$ cat config.mk
export PLATFORM = sky130hd
export DESIGN_NAME = wr_coalesce_buf
export DESIGN_NICKNAME = d
export VERILOG_FILES = /design/src/rtl/wbuf_pkg.sv /design/src/rtl/wbuf_group.sv /design/src/rtl/wbuf_store.sv /design/src/rtl/wbuf_sender.sv /design/src/rtl/wr_coalesce_buf.sv
export SDC_FILE = /design/constraint.sdc
export NUM_CORES = 1
export LEC_CHECK = 0
export BUFFER_PORTS_ARGS = -buffer_cell sky130_fd_sc_hd__buf_4
export CAP_MARGIN = 30
export CORE_AREA = 5 5 210 212
export DETAILED_ROUTE_END_ITERATION = 7
export DIE_AREA = 0 0 215 217
export PLACE_DENSITY = 0.73
export SLEW_MARGIN = 20
export SYNTH_ARGS = -nofsm -noshare
export SYNTH_HDL_FRONTEND = slang
export SYNTH_SLANG_ARGS = --single-unit
$ cat constraint.sdc
create_clock -name clk -period 11.3 [get_ports clk]
set_clock_uncertainty 0.2 [all_clocks]
set_input_delay 2.26 -clock clk [delete_from_list [all_inputs] [get_ports clk]]
set_output_delay 2.26 -clock clk [all_outputs]
set_load 0.02 [all_outputs]
$ cat src/rtl/wbuf_pkg.sv
package wbuf_pkg;
    localparam int ADDR_W = 32;
    localparam int DATA_W = 32;
    localparam int BE_W   = DATA_W / 8;

    typedef struct packed {
        logic [ADDR_W-1:0] addr;
        logic [DATA_W-1:0] data;
        logic [BE_W-1:0]   be;
        logic              first;
    } wb_entry_t;

    typedef enum logic [1:0] {
        ST_IDLE,
        ST_SEND,
        ST_WAIT
    } snd_state_e;

    // line number of a byte address
    function automatic logic [ADDR_W-1:0] line_of(input logic [ADDR_W-1:0] a, input int widx_w);
        return a >> (widx_w + 2);
    endfunction

    // word index within a line
    function automatic logic [ADDR_W-1:0] word_of(input logic [ADDR_W-1:0] a, input int widx_w);
        return (a >> 2) & ((ADDR_W'(1) << widx_w) - ADDR_W'(1));
    endfunction

    // circular pointer step for any depth
    function automatic int wrap_inc(input int p, input int depth);
        return (p == depth - 1) ? 0 : p + 1;
    endfunction
endpackage

$ cat src/rtl/wbuf_group.sv
module wbuf_group
    import wbuf_pkg::*;
#(
    parameter int WIDX_W = 3
) (
    input  logic              clk,
    input  logic              rst,
    input  logic              push,
    input  logic              close,
    input  logic [ADDR_W-1:0] push_addr,
    output logic              starts_group
);
    logic              open_q;
    logic [ADDR_W-1:0] last_q;

    always_comb begin
        starts_group = !open_q
                    || (line_of(push_addr, WIDX_W) != line_of(last_q, WIDX_W))
                    || (word_of(push_addr, WIDX_W) <= word_of(last_q, WIDX_W));
    end

    always_ff @(posedge clk) begin
        if (rst) begin
            open_q <= 1'b0;
            last_q <= '0;
        end else if (close) begin
            open_q <= 1'b0;
        end else if (push) begin
            open_q <= 1'b1;
            last_q <= push_addr;
        end
    end
endmodule

$ cat src/rtl/wbuf_store.sv
module wbuf_store
    import wbuf_pkg::*;
#(
    parameter int DEPTH = 8,
    parameter int PTR_W = 3,
    parameter int CNT_W = 4
) (
    input  logic              clk,
    input  logic              rst,
    input  logic              push,
    input  wb_entry_t         push_entry,
    input  logic [PTR_W-1:0]  rd_idx,
    input  logic              rel_en,
    input  logic [CNT_W-1:0]  rel_n,
    output logic [ADDR_W-1:0] rd_addr,
    output logic [DATA_W-1:0] rd_data,
    output logic [BE_W-1:0]   rd_be,
    output logic              rd_next_first,
    output logic [CNT_W-1:0]  count
);
    wb_entry_t        mem [DEPTH];
    logic [PTR_W-1:0] tail_q;
    logic [PTR_W-1:0] nxt_idx;

    always_comb begin
        nxt_idx       = PTR_W'(wrap_inc(int'(rd_idx), DEPTH));
        rd_addr       = mem[rd_idx].addr;
        rd_data       = mem[rd_idx].data;
        rd_be         = mem[rd_idx].be;
        rd_next_first = mem[nxt_idx].first;
    end

    always_ff @(posedge clk) begin
        if (push) mem[tail_q] <= push_entry;
    end

    always_ff @(posedge clk) begin
        if (rst) begin
            tail_q <= '0;
            count  <= '0;
        end else begin
            if (push) tail_q <= PTR_W'(wrap_inc(int'(tail_q), DEPTH));
            count <= count + CNT_W'(push) - (rel_en ? rel_n : '0);
        end
    end
endmodule

$ cat src/rtl/wbuf_sender.sv
module wbuf_sender
    import wbuf_pkg::*;
#(
    parameter int DEPTH = 8,
    parameter int PTR_W = 3,
    parameter int CNT_W = 4
) (
    input  logic             clk,
    input  logic             rst,
    input  logic [CNT_W-1:0] count,
    input  logic             wr_valid,
    input  logic             full,
    input  logic             next_first,
    input  logic             req_ready,
    input  logic             rsp_valid,
    input  logic             rsp_err,
    output logic             req_valid,
    output logic             req_eop,
    output logic [PTR_W-1:0] rd_idx,
    output logic             start,
    output logic             rel_en,
    output logic [CNT_W-1:0] rel_n,
    output logic             err_flag
);
    snd_state_e       st_q;
    logic [CNT_W-1:0] blen_q;
    logic             fire;

    always_comb begin
        start     = (st_q == ST_IDLE) && (count != '0) && (!wr_valid || full);
        req_valid = (st_q == ST_SEND);
        req_eop   = req_valid && (((count - blen_q) == CNT_W'(1)) || next_first);
        fire      = req_valid && req_ready;
        rel_en    = (st_q == ST_WAIT) && rsp_valid;
        rel_n     = blen_q;
    end

    always_ff @(posedge clk) begin
        if (rst) begin
            st_q     <= ST_IDLE;
            rd_idx   <= '0;
            blen_q   <= '0;
            err_flag <= 1'b0;
        end else begin
            case (st_q)
                ST_IDLE: if (start) st_q <= ST_SEND;
                ST_SEND: if (fire) begin
                    rd_idx <= PTR_W'(wrap_inc(int'(rd_idx), DEPTH));
                    blen_q <= blen_q + CNT_W'(1);
                    if (req_eop) st_q <= ST_WAIT;
                end
                ST_WAIT: if (rsp_valid) begin
                    st_q   <= ST_IDLE;
                    blen_q <= '0;
                    if (rsp_err) err_flag <= 1'b1;
                end
                default: st_q <= ST_IDLE;
            endcase
        end
    end
endmodule

$ cat src/rtl/wr_coalesce_buf.sv
module wr_coalesce_buf
    import wbuf_pkg::*;
#(
    parameter int WORDS_PER_LINE = 8,
    parameter int DEPTH          = 8
) (
    input  logic        clk,
    input  logic        rst,
    input  logic        wr_valid,
    input  logic [31:0] wr_addr,
    input  logic [31:0] wr_data,
    input  logic [3:0]  wr_be,
    output logic        wr_full,
    output logic        buf_empty,
    output logic        mreq_valid,
    input  logic        mreq_ready,
    output logic [31:0] mreq_addr,
    output logic [31:0] mreq_data,
    output logic [3:0]  mreq_be,
    output logic        mreq_eop,
    input  logic        mrsp_valid,
    input  logic        mrsp_err,
    output logic        err_sticky
);
    localparam int WIDX_W = $clog2(WORDS_PER_LINE);
    localparam int PTR_W  = (DEPTH > 1) ? $clog2(DEPTH) : 1;
    localparam int CNT_W  = $clog2(DEPTH + 1);

    logic              accept;
    logic              starts_group;
    logic              start;
    logic              next_first;
    logic              rel_en;
    logic [CNT_W-1:0]  rel_n;
    logic [CNT_W-1:0]  count;
    logic [PTR_W-1:0]  rd_idx;
    logic [ADDR_W-1:0] rd_addr;
    wb_entry_t         new_entry;

    always_comb begin
        wr_full         = (count == CNT_W'(DEPTH));
        buf_empty       = (count == '0);
        accept          = wr_valid && !wr_full;
        new_entry.addr  = wr_addr;
        new_entry.data  = wr_data;
        new_entry.be    = wr_be;
        new_entry.first = starts_group;
        mreq_addr       = rd_addr & ~32'h3;
    end

    wbuf_group #(.WIDX_W(WIDX_W)) group_i (
        .clk          (clk),
        .rst          (rst),
        .push         (accept),
        .close        (start),
        .push_addr    (wr_addr),
        .starts_group (starts_group)
    );

    wbuf_store #(.DEPTH(DEPTH), .PTR_W(PTR_W), .CNT_W(CNT_W)) store_i (
        .clk           (clk),
        .rst           (rst),
        .push          (accept),
        .push_entry    (new_entry),
        .rd_idx        (rd_idx),
        .rel_en        (rel_en),
        .rel_n         (rel_n),
        .rd_addr       (rd_addr),
        .rd_data       (mreq_data),
        .rd_be         (mreq_be),
        .rd_next_first (next_first),
        .count         (count)
    );

    wbuf_sender #(.DEPTH(DEPTH), .PTR_W(PTR_W), .CNT_W(CNT_W)) sender_i (
        .clk        (clk),
        .rst        (rst),
        .count      (count),
        .wr_valid   (wr_valid),
        .full       (wr_full),
        .next_first (next_first),
        .req_ready  (mreq_ready),
        .rsp_valid  (mrsp_valid),
        .rsp_err    (mrsp_err),
        .req_valid  (mreq_valid),
        .req_eop    (mreq_eop),
        .rd_idx     (rd_idx),
        .start      (start),
        .rel_en     (rel_en),
        .rel_n      (rel_n),
        .err_flag   (err_sticky)
    );
endmodule

# Word-level counts from Yosys, hierarchy flattened

Memory sizes are Yosys's and may differ from the RTL's. A register that Yosys moved wholly into a read port is not among the register bits.
Cells that the tools add are included.

Word-level logic and storage cells: 66
Input port bits: 74
Memories: 1
Register bits: 50
Bits in writable memories: 552

Memory list:

| memory      | depth | bits a word | rd ports | clocked after memory_dff | write ports | RTL line         | text |
|---|---|---|---|---|---|---|---|
| store_i.mem | 8     | 69          | 2        | 1                        | 1           | wbuf_store.sv:21 | `wb_entry_t mem [DEPTH];` |

Reductions and logical operators: 23
Bitwise logic cells: 1
Muxes and demuxes: 15
Order comparisons: 1
Add/sub/neg operators: 6
Equal/unequal tests: 11

Operators by type and width:

| cell                | number |
|---|---|
| $ne 27x27->1        | 1 |
| $mux 3              | 4 |
| $mux 4              | 3 |
| $mux 2              | 4 |
| $pmux 4 s2          | 1 |
| $sub 4x4->4         | 2 |
| $add 3x1->3 const B | 2 |
| $eq 3x1->1 const B  | 2 |
| $logic_and 1x1->1   | 6 |
| $ne 2x1->1 const B  | 3 |
| $pmux 2 s3          | 1 |
| $reduce_and 3->1    | 2 |
| $add 4x1->4         | 1 |
| $add 4x1->4 const B | 1 |
| $eq 4x1->1 const B  | 1 |
| $eq 4x4->1 const B  | 1 |
| $logic_not 4->1     | 1 |
| $logic_or 1x1->1    | 4 |
| $reduce_and 2->1    | 2 |
| $reduce_and 4->1    | 1 |
| $reduce_bool 4->1   | 1 |
| $le 3x3->1          | 1 |
| $logic_not 1->1     | 3 |
| $eq 2x1->1 const B  | 1 |
| other kinds (7)     | 8 |

# Longest topological paths before layout

Gate-level depths: netlist of run 1.
An unclocked memory read counts as a cell.

Word-level depth: 8
Depth in mapped cells: 10
Mapped depth without buffers: 9

# Cells and area by module

Synthesis of run 1 repeated with hierarchy kept, for this count alone.

Cell total of the unflattened synthesis: 1115
Area total of the unflattened synthesis: 23327.4 µm²

Modules (own cells, without submodules):

| module          | cells an instance | times used | area each (µm²) |
|---|---|---|---|
| wbuf_store      | 855               | 1          | 21211.6 |
| wbuf_group      | 181               | 1          | 1418.9 |
| wbuf_sender     | 72                | 1          | 648.1 |
| wr_coalesce_buf | 7                 | 1          | 48.8 |

# Least setup slack after synthesis of run 1

Ideal clock, no wire load.

Path kind: input-to-reg
Start point: input port wr_valid
End point: memory store_i.mem[0][0] (netlist name), enable pin
Stages on the path: 3
Path buffers: 1
Path slack: 1539 ps
Arrival time: 8904 ps
Setup time: 657 ps
Cell sequence: nand2b_1 -> clkbuf_1 -> nor4_1

Cells in the longest elaborated chain, start to end: 3

Ends and longest elaborated chain:

| what                         | RTL line              | text |
|---|---|---|
| start, declared              | wr_coalesce_buf.sv:9  | `input logic wr_valid,` |
| $logic_and 1x1->1            | wr_coalesce_buf.sv:43 | `accept = wr_valid && !wr_full;` |
| $mux 1                       | wbuf_store.sv:34      | `if (push) mem[tail_q] <= push_entry;` |
| $mux 1 (implied by the code) | wbuf_store.sv:34      |  |
| end, declared                | wbuf_store.sv:21      |  |

No other way between the ends.

==> results.json, run 1 <==
{
  "status": "finished, final reports clean",
  "post_cts_buffers": 0,
  "antenna_found_initial": 2,
  "grt_setup_unrepaired": "no",
  "nets": 1363,
  "start_util_pct": 54.34,
  "finalSetupTns_ps": 0,
  "power.switching_uw": 1166,
  "dieWidth_um": 215,
  "required_ps": 8840,
  "cts_hold_buffers": 0,
  "crit_path_end_kind": "output pin",
  "final_common_cell": "edfxtp_1",
  "track_usage_pct": 18.97,
  "cts_tree": "done",
  "worstMarginPinSlew_ps": 926.9,
  "pwr-share-comb_pct": 14.2,
  "core.rowCount": 75,
  "placedCellCount": 1748,
  "finalMaxSlewViolations": 0,
  "seq_power_share_pct": 50.2,
  "p_clk_share_pct": 35.5,
  "crit_path_max_fanout": 38,
  "numPortBuffers": 142,
  "die_h_um": 217,
  "instances_no_fill": 1851,
  "crit_arrival_ps": 3460,
  "overflow": 0,
  "holdPathEnd": "group_i.last_q[4]",
  "synth_cells": 1098,
  "synthFlopType": "edfxtp_1",
  "min_period_over_period_pct": 52.37,
  "cts_sinks": 587,
  "route.detailed.drc": 0,
  "vias": 10720,
  "root_buffer": "clkbuf_16",
  "drt-total-wl_um": 43970,
  "diodes": 0,
  "placed_cell_area_um2": 24400,
  "finish.utilization_pct": 62.76,
  "syn_area_per_cell_um2": 20.67,
  "setup.worst_path.class": "flip-flop to output pin",
  "cts_buffers": 57,
  "ir_drop_mv": 0.1123,
  "ys_types": 41,
  "dpl.hpwl_um": 24140,
  "worstSkewPairLatency_ps": 580,
  "setup_viol": 0,
  "yosysSeqAreaShare_pct": 75.43,
  "leakage_uw": 0.008569,
  "clk_pin_slew_ps": 60,
  "p_int_uw": 3853,
  "syn_to_final_growth_pct": 15.51,
  "ctsLongestPathBuffers": 3,
  "rr_worst_depth": 8,
  "cts_max_level": 2,
  "rrSetupSlack_ps": 7060,
  "grt_max_degree": 65,
  "fin_crit_ps": 5918,
  "wl_per_cell_um": 23.76,
  "layout-drive-gt1-share_pct": 34.38,
  "place.gp.congestion": 0.7415,
  "power.density_nw_per_um2": 191.5,
  "ys_warn_count": 0,
  "r2r_start": "store_i.count[1]",
  "slew_headroom_pct": 38.06,
  "swShare_pct": 23.24,
  "finalPower_uw": 5020,
  "r2r-end": "store_i.mem[7][26]",
  "final_cell_mix": "edfxtp_1 (536), buf_4 (161), mux4_2 (133)",
  "start_kind": "flip-flop",
  "max_cap_viol_count": 0,
  "ioPinCount": 147,
  "min_delay_path_depth": 2,
  "drt_pass1_iterations": 4,
  "final_cell_area_um2": 26210,
  "grt_pass1_vias": 11350,
  "core_area_um2": 41760,
  "grt_pass1_wl_um": 67790,
  "ys_seq_elements": 587,
  "fmax_mhz": 169.0,
  "drtIter0Drc": 741,
  "ant_nets": 0,
  "min_path_type": "flip-flop to flip-flop",
  "synth-edff-count": 536,
  "syn_area_um2": 22690,
  "hold_viol": 0,
  "dieArea_um2": 46660,
  "cts_resized": 0,
  "min_from": "group_i.last_q[4]",
  "viasPerCell": 5.793,
  "async_flop_share_pct": 0
}
[flip-flops by register name (all words and copies together), names as in the netlist, named ones only]
| name | cells |
|---|---|
| store_i.mem | 536 |
| group_i.last_q | 30 |
| sender_i.rel_n | 4 |
| store_i.count | 4 |
| sender_i.rd_idx | 3 |
| store_i.tail_q | 3 |
| sender_i.st_q | 2 |
| group_i.open_q | 1 |
| sender_i.err_flag | 1 |
[cells by family after synthesis]
kind of cell	synth area share, %
AO/OA/AOI/OAI	1.296
XOR/XNOR	1.390
adder cells (fa/ha/maj)	1.114
buffers and inverters	1.549
flip-flops	75.43
multiplexers	16.48
other	0.01653
AND/OR/NAND/NOR	2.724
[synthesized netlist by cell type (2+ instances only)]
cell / instances / area [µm²]
a21o_1: 3 / 22.52
a21oi_1: 41 / 205.2
a31oi_1: 2 / 12.51
and2_1: 4 / 25.02
buf_2: 17 / 85.08
buf_4: 2 / 15.01
buf_6: 9 / 101.4
clkbuf_1: 24 / 90.09
dfxtp_1: 51 / 1021
edfxtp_1: 536 / 16100
fa_1: 2 / 40.04
ha_1: 17 / 212.7
inv_1: 14 / 52.55
mux2_2: 66 / 743.2
mux4_2: 133 / 2995
nand2_1: 73 / 274.0
nand2b_1: 4 / 25.02
nand3_1: 2 / 10.01
nand4_1: 3 / 18.77
nor2_1: 14 / 52.55
nor2b_1: 3 / 18.77
nor3_1: 10 / 50.05
nor3b_1: 2 / 15.01
nor4_1: 11 / 68.82
nor4b_1: 2 / 17.52
o21ai_0: 2 / 10.01
or3_1: 3 / 18.77
xnor2_1: 8 / 70.07
xor2_1: 28 / 245.2
[worst max-delay path: stages (launching register included)]
cell and delay (ps):
dfxtp_4 440, buf_4 400, buf_12 280, buf_4 650
mux4_2 590, mux2_2 300, buf_4 170
[metal layers]
layer | vias up | wire, µm | global-route usage [%]
met5 | - | 27 | 0
met4 | 4 | 800 | 4.395
met3 | 62 | 2586 | 3.974
met2 | 279 | 22060 | 31.91
met1 | 5600 | 18500 | 26.10
li1 | 4777 | - | -
[cell type report]
cell class / count / area [µm²]
Clock buffer: 85 / 1634
Timing Repair Buffer: 165 / 1311
Fill cell: 2827 / 15550
Sequential cell: 587 / 17130
Multi-Input combinational cell: 444 / 5275
Clock inverter: 16 / 130.1
Inverter: 15 / 56.30
Tap cell: 539 / 674.4
[metrics by stage]
step / worst slack [ps] / hold WS [ps]
2_1_floorplan: 1539 / 236.3
3_3_place_gp: 5389 / 245.8
3_5_place_dp: 5436 / 253.8
4_1_cts: 5072 / 262.1
5_1_grt: 5054 / 285.9
6_report: 5382 / 260.8
[power groups by stage]
stage / combinational, µW / sequential [µW] / clock, µW
after floorplan: 482 / 2570 / 0
after global placement: 709 / 2560 / 0
after detailed placement: 723 / 2570 / 0
after CTS: 727 / 2520 / 1820
after global routing: 777 / 2530 / 1920
final: 715 / 2520 / 1780
[how the worst max path moves through the flow]
stage	end
finish	mreq_data[0]
floorplan	store_i.mem[0][0]
global placement	store_i.mem[5][42]
CTS	mreq_data[0]
global route	mreq_data[14]
detailed placement	store_i.mem[6][41]
No activity file was read; power rests on OpenSTA's default activity.
==> run 2, diff against run 1 <==
Clock period 11.3 ns to 6 ns, I/O delays scaled along.
==> results.json, run 2 (same netlist as run 1, synthesis figures left out) <==
{
  "largest_reg_flops": 536,
  "dieArea_um2": 46660,
  "reg.largest.list": "store_i.mem: 536 flops, group_i.last_q: 30 flops",
  "route.detailed.drc": 0,
  "setup_viol": 0,
  "setup.worst_path.class": "flip-flop to output pin",
  "ir_drop_mv": 0.2228,
  "rrSetupSlack_ps": 2730,
  "dieWidth_um": 215,
  "numPortBuffers": 142,
  "vias": 10810,
  "cts_hold_buffers": 0,
  "ant_nets": 0,
  "grt_setup_unrepaired": "no",
  "cts_max_level": 2,
  "nets": 1365,
  "cts_tree": "done",
  "crit_arrival_ps": 2950,
  "ctsLongestPathBuffers": 3,
  "cp_slowest_cell": "dfxtp_4",
  "start_kind": "flip-flop",
  "final_cell_area_um2": 26320,
  "core_area_um2": 41760,
  "worstSkewPairLatency_ps": 600,
  "post_cts_buffers": 0,
  "track_usage_pct": 19.35,
  "cpPeakStageDelay_ps": 730,
  "core.rowCount": 75,
  "power.switching_uw": 2271,
  "cp_cell_sequence": "buf_12 > mux4_2 > mux2_2 > buf_4",
  "crit_path_end_kind": "output pin",
  "drt_pass1_iterations": 5,
  "grt_pass1_wl_um": 68700,
  "finalSetupTns_ps": 0,
  "status": "finished, final reports clean",
  "power.density_nw_per_um2": 364.8,
  "seq_power_share_pct": 49.7,
  "drtIter0Drc": 1039,
  "finalPower_uw": 9602,
  "min_path_type": "flip-flop to flip-flop",
  "ioPinCount": 147,
  "cp_num_buf_inv": 2,
  "slew_headroom_pct": 35.74,
  "max_cap_viol_count": 0,
  "final_cell_mix": "edfxtp_1 (536), buf_4 (161), mux4_2 (133)",
  "grt_max_degree": 73,
  "place_ws_ps": 2197,
  "clk_pin_slew_ps": 60,
  "fin_crit_ps": 4351,
  "leakage_uw": 0.008616,
  "viasPerCell": 5.809,
  "fin_ws_ps": 1649,
  "syn_to_final_growth_pct": 16.01,
  "min_period_over_period_pct": 72.51,
  "p_int_uw": 7331,
  "die_h_um": 217,
  "root_buffer": "clkbuf_16",
  "start_util_pct": 54.34,
  "crit_family": "multiplexers",
  "cts_sinks": 587,
  "largest-register": "store_i.mem",
  "overflow": 0,
  "crit_path_max_fanout": 66,
  "antenna_found_initial": 4,
  "hold_viol": 0,
  "pwr-share-comb_pct": 13.8,
  "drt-total-wl_um": 44650,
  "worstMarginPinSlew_ps": 963.9,
  "finalMaxSlewViolations": 0,
  "dpl.hpwl_um": 24920,
  "swShare_pct": 23.65,
  "fmax_mhz": 229.9,
  "cts_resized": 0,
  "cts_buffers": 58,
  "final_common_cell": "edfxtp_1",
  "p_clk_share_pct": 36.5,
  "placed_cell_area_um2": 24460,
  "layout-drive-gt1-share_pct": 35.43,
  "wl_per_cell_um": 23.99,
  "fillers": 2770,
  "grt_pass1_vias": 11400,
  "required_ps": 4600,
  "place.gp.congestion": 0.7386
}
## run 2: power by group through the flow
stage | Clock [µW] | Sequential, µW | Combinational (µW)
floorplan | 0 | 4830 | 908
global placement | 0 | 4840 | 1330
detailed placement | 0 | 4860 | 1350
CTS | 3580 | 4770 | 1360
global route | 3780 | 4790 | 1440
finish | 3500 | 4770 | 1330
## run 2: final timing paths
check / start / to / cells after the start
max reg2reg: store_i.count[1] / store_i.mem[5][12] / 8
min reg2reg: group_i.last_q[3] / group_i.last_q[3] / 2
min: group_i.last_q[3] / group_i.last_q[3] / 2
max: flip-flop / mreq_data[21] / 4
## run 2: per-layer routing
metal / vias up / part of all wire [%] / global-route usage (%)
met3: 60 / 6.3 / 4.878
met2: 297 / 50 / 31.77
met4: 6 / 1.7 / 4.480
met5: - / 0.078 / 0
li1: 4787 / - / -
met1: 5660 / 42 / 26.77
## run 2: layout make-up
class	instances	area [µm²]	area share, %
repair buffers	166	1309	4.972
clock inverters	31	276.5	1.050
flip-flops and latches	587	17130	65.06
inverters	15	56.30	0.2139
multi-input cells	444	5290	20.10
clock buffers	78	1588	6.032
well taps	539	674.4	2.562
diodes	1	2.502	0.009506
## run 2: stage by stage
stage | cells | hold WS, ps | util (%)
floorplan | 1099 | 236.3 | -
global placement | 1750 | 245.7 | 58.52
detailed placement | 1751 | 250.7 | 58.57
CTS | 1860 | 259.5 | 63.03
global route | 1860 | 281.8 | 63.03
finish | 1861 | 258.1 | 63.04
## run 2: worst register-to-register path, stage by stage (launching register included)
cell and delay (ps):
dfxtp_1 430, nor3_1 90, and2_1 180, nand2b_1 140
buf_4 280, inv_2 130, nand2_1 230, nor2_4 800
buf_12 410
==> run 3, diff against run 2 <==
Clock period 6 ns to 4.3 ns, I/O delays scaled along.
==> results.json, run 3 (same netlist as run 1, synthesis figures left out) <==
{
  "r2r-end": "store_i.mem[7][42]",
  "slew_headroom_pct": 40.85,
  "dieArea_um2": 46660,
  "vias": 10910,
  "route.detailed.drc": 0,
  "ioPinCount": 147,
  "fin_ws_ps": 603.5,
  "worstSkewPairLatency_ps": 600,
  "grt_setup_unrepaired": "no",
  "placedCellCount": 1751,
  "required_ps": 3240,
  "largest_reg_flops": 536,
  "ant_nets": 0,
  "viasPerCell": 5.877,
  "cp_slowest_cell": "dfxtp_1",
  "root_buffer": "clkbuf_16",
  "hold_viol": 0,
  "rr_worst_depth": 7,
  "wl_per_cell_um": 24.44,
  "grt_pass1_wl_um": 69530,
  "cp_num_buf_inv": 1,
  "power.density_nw_per_um2": 513.7,
  "fmax_mhz": 270.5,
  "final_common_cell": "edfxtp_1",
  "grt_max_degree": 66,
  "track_usage_pct": 19.59,
  "instances_no_fill": 1857,
  "core.rowCount": 75,
  "crit_family": "compound AO/OA/AOI/OAI gates",
  "dieWidth_um": 215,
  "rrSetupSlack_ps": 1270,
  "post_cts_buffers": 0,
  "finalMaxSlewViolations": 0,
  "ff_latch_area_um2": 17130,
  "start_kind": "flip-flop",
  "die_h_um": 217,
  "layout-drive-gt1-share_pct": 35.31,
  "ir_drop_mv": 0.3081,
  "crit_arrival_ps": 2640,
  "finalPower_uw": 13580,
  "multi_input_area_um2": 5311,
  "crit_path_max_fanout": 8,
  "clk_pin_slew_ps": 70,
  "crit_path_frequent_cell": "ha_1",
  "cts_tree": "done",
  "leakage_uw": 0.008645,
  "cts_max_level": 2,
  "final_cell_area_um2": 26440,
  "dpl.hpwl_um": 24800,
  "min_delay_path_depth": 2,
  "fillers": 2798,
  "drt_pass1_iterations": 5,
  "syn_to_final_growth_pct": 16.54,
  "min_from": "group_i.last_q[3]",
  "max_cap_viol_count": 0,
  "final_cell_mix": "edfxtp_1 (536), buf_4 (156), mux4_2 (133)",
  "antenna_found_initial": 2,
  "grt_pass1_vias": 11420,
  "cts_sinks": 587,
  "drt-total-wl_um": 45380,
  "worstMarginPinSlew_ps": 887.2,
  "cts_resized": 0,
  "largest-register": "store_i.mem",
  "cts_buffers": 57,
  "place.gp.congestion": 0.7560,
  "r2r_start": "store_i.count[1]",
  "place_ws_ps": 1143,
  "placed_cell_area_um2": 24540,
  "min_period_over_period_pct": 85.96,
  "cpPeakStageDelay_ps": 480,
  "status": "finished, final reports clean",
  "drtIter0Drc": 978,
  "setup_viol": 0,
  "holdPathEnd": "group_i.last_q[3]",
  "reg.largest.list": "store_i.mem: 536 flops, group_i.last_q: 30 flops",
  "crit_path_end_kind": "output pin",
  "core_area_um2": 41760,
  "start_util_pct": 54.34,
  "ctsLongestPathBuffers": 3,
  "nets": 1364,
  "setup.worst_path.class": "flip-flop to output pin",
  "numPortBuffers": 142,
  "overflow": 0,
  "min_path_type": "flip-flop to flip-flop",
  "fin_crit_ps": 3696,
  "cts_hold_buffers": 0,
  "cp_cell_sequence": "ha_1 > ha_1 > a2111oi_0 > o22ai_1 > o21ai_1 > and2_1 > buf_4"
}
==> run 3: worst register-to-register path: cells and delay by family, from the launching register on <==
kind,cells,cell delay (ps)
and+or+nand+nor,5,1540
buffers and inverters,2,520
DFF,1,440
==> run 3: final cells by class <==
cell class              count  area share (%)
inverters                  15          0.2129
repair buffers            166           5.186
clock buffers              71           5.669
diodes                      1        0.009463
flip-flops and latches    587           64.77
clock inverters            34           1.514
multi-input cells         444           20.09
well taps                 539           2.550
==> run 3: per-layer routing <==
layer	part of all wire (%)	GRT usage (%)	vias up	routed length (µm)
li1	-	-	4785	-
met1	41	27.18	5720	18610
met2	51	32.89	354	23100
met3	6.7	4.238	51	3035
met4	1.3	3.968	4	602
met5	0.075	0	-	34
==> run 3: worst max-delay path by stage <==
stage	slack, ps	startpoint	endpoint	cells after the start
after global routing	440	sender_i.rel_n[0]	mreq_eop	8
after global placement	1170	wr_valid	store_i.mem[7][25]	6
after floorplan	-400	wr_valid	store_i.mem[7][0]	4
final	600	sender_i.rd_idx[0]	mreq_eop	7
after detailed placement	1140	wr_valid	store_i.mem[7][25]	6
after CTS	520	flip-flop	mreq_data[7]	4
==> run 3: power breakdown <==
| group | switching (µW) | leakage (µW) | total, µW | internal (µW) |
|---|---|---|---|---|
| sequential | 122 | 0.00529 | 6640 | 6520 |
| clock | 2030 | 0.000936 | 5040 | 3010 |
| combinational | 1020 | 0.00242 | 1900 | 888 |
| total | 3170 | 0.00865 | 13600 | 10400 |
==> run 3: per-stage QoR <==
step / util, % / hold slack, ps / setup TNS, ps
3_3_place_gp: 58.77 / 246.5 / 0
4_1_cts: 63.32 / 248.6 / 0
5_1_grt: 63.32 / 258.3 / 0
2_1_floorplan: - / 236.3 / -135410
3_5_place_dp: 58.77 / 248.0 / 0
6_report: 63.32 / 257.7 / 0
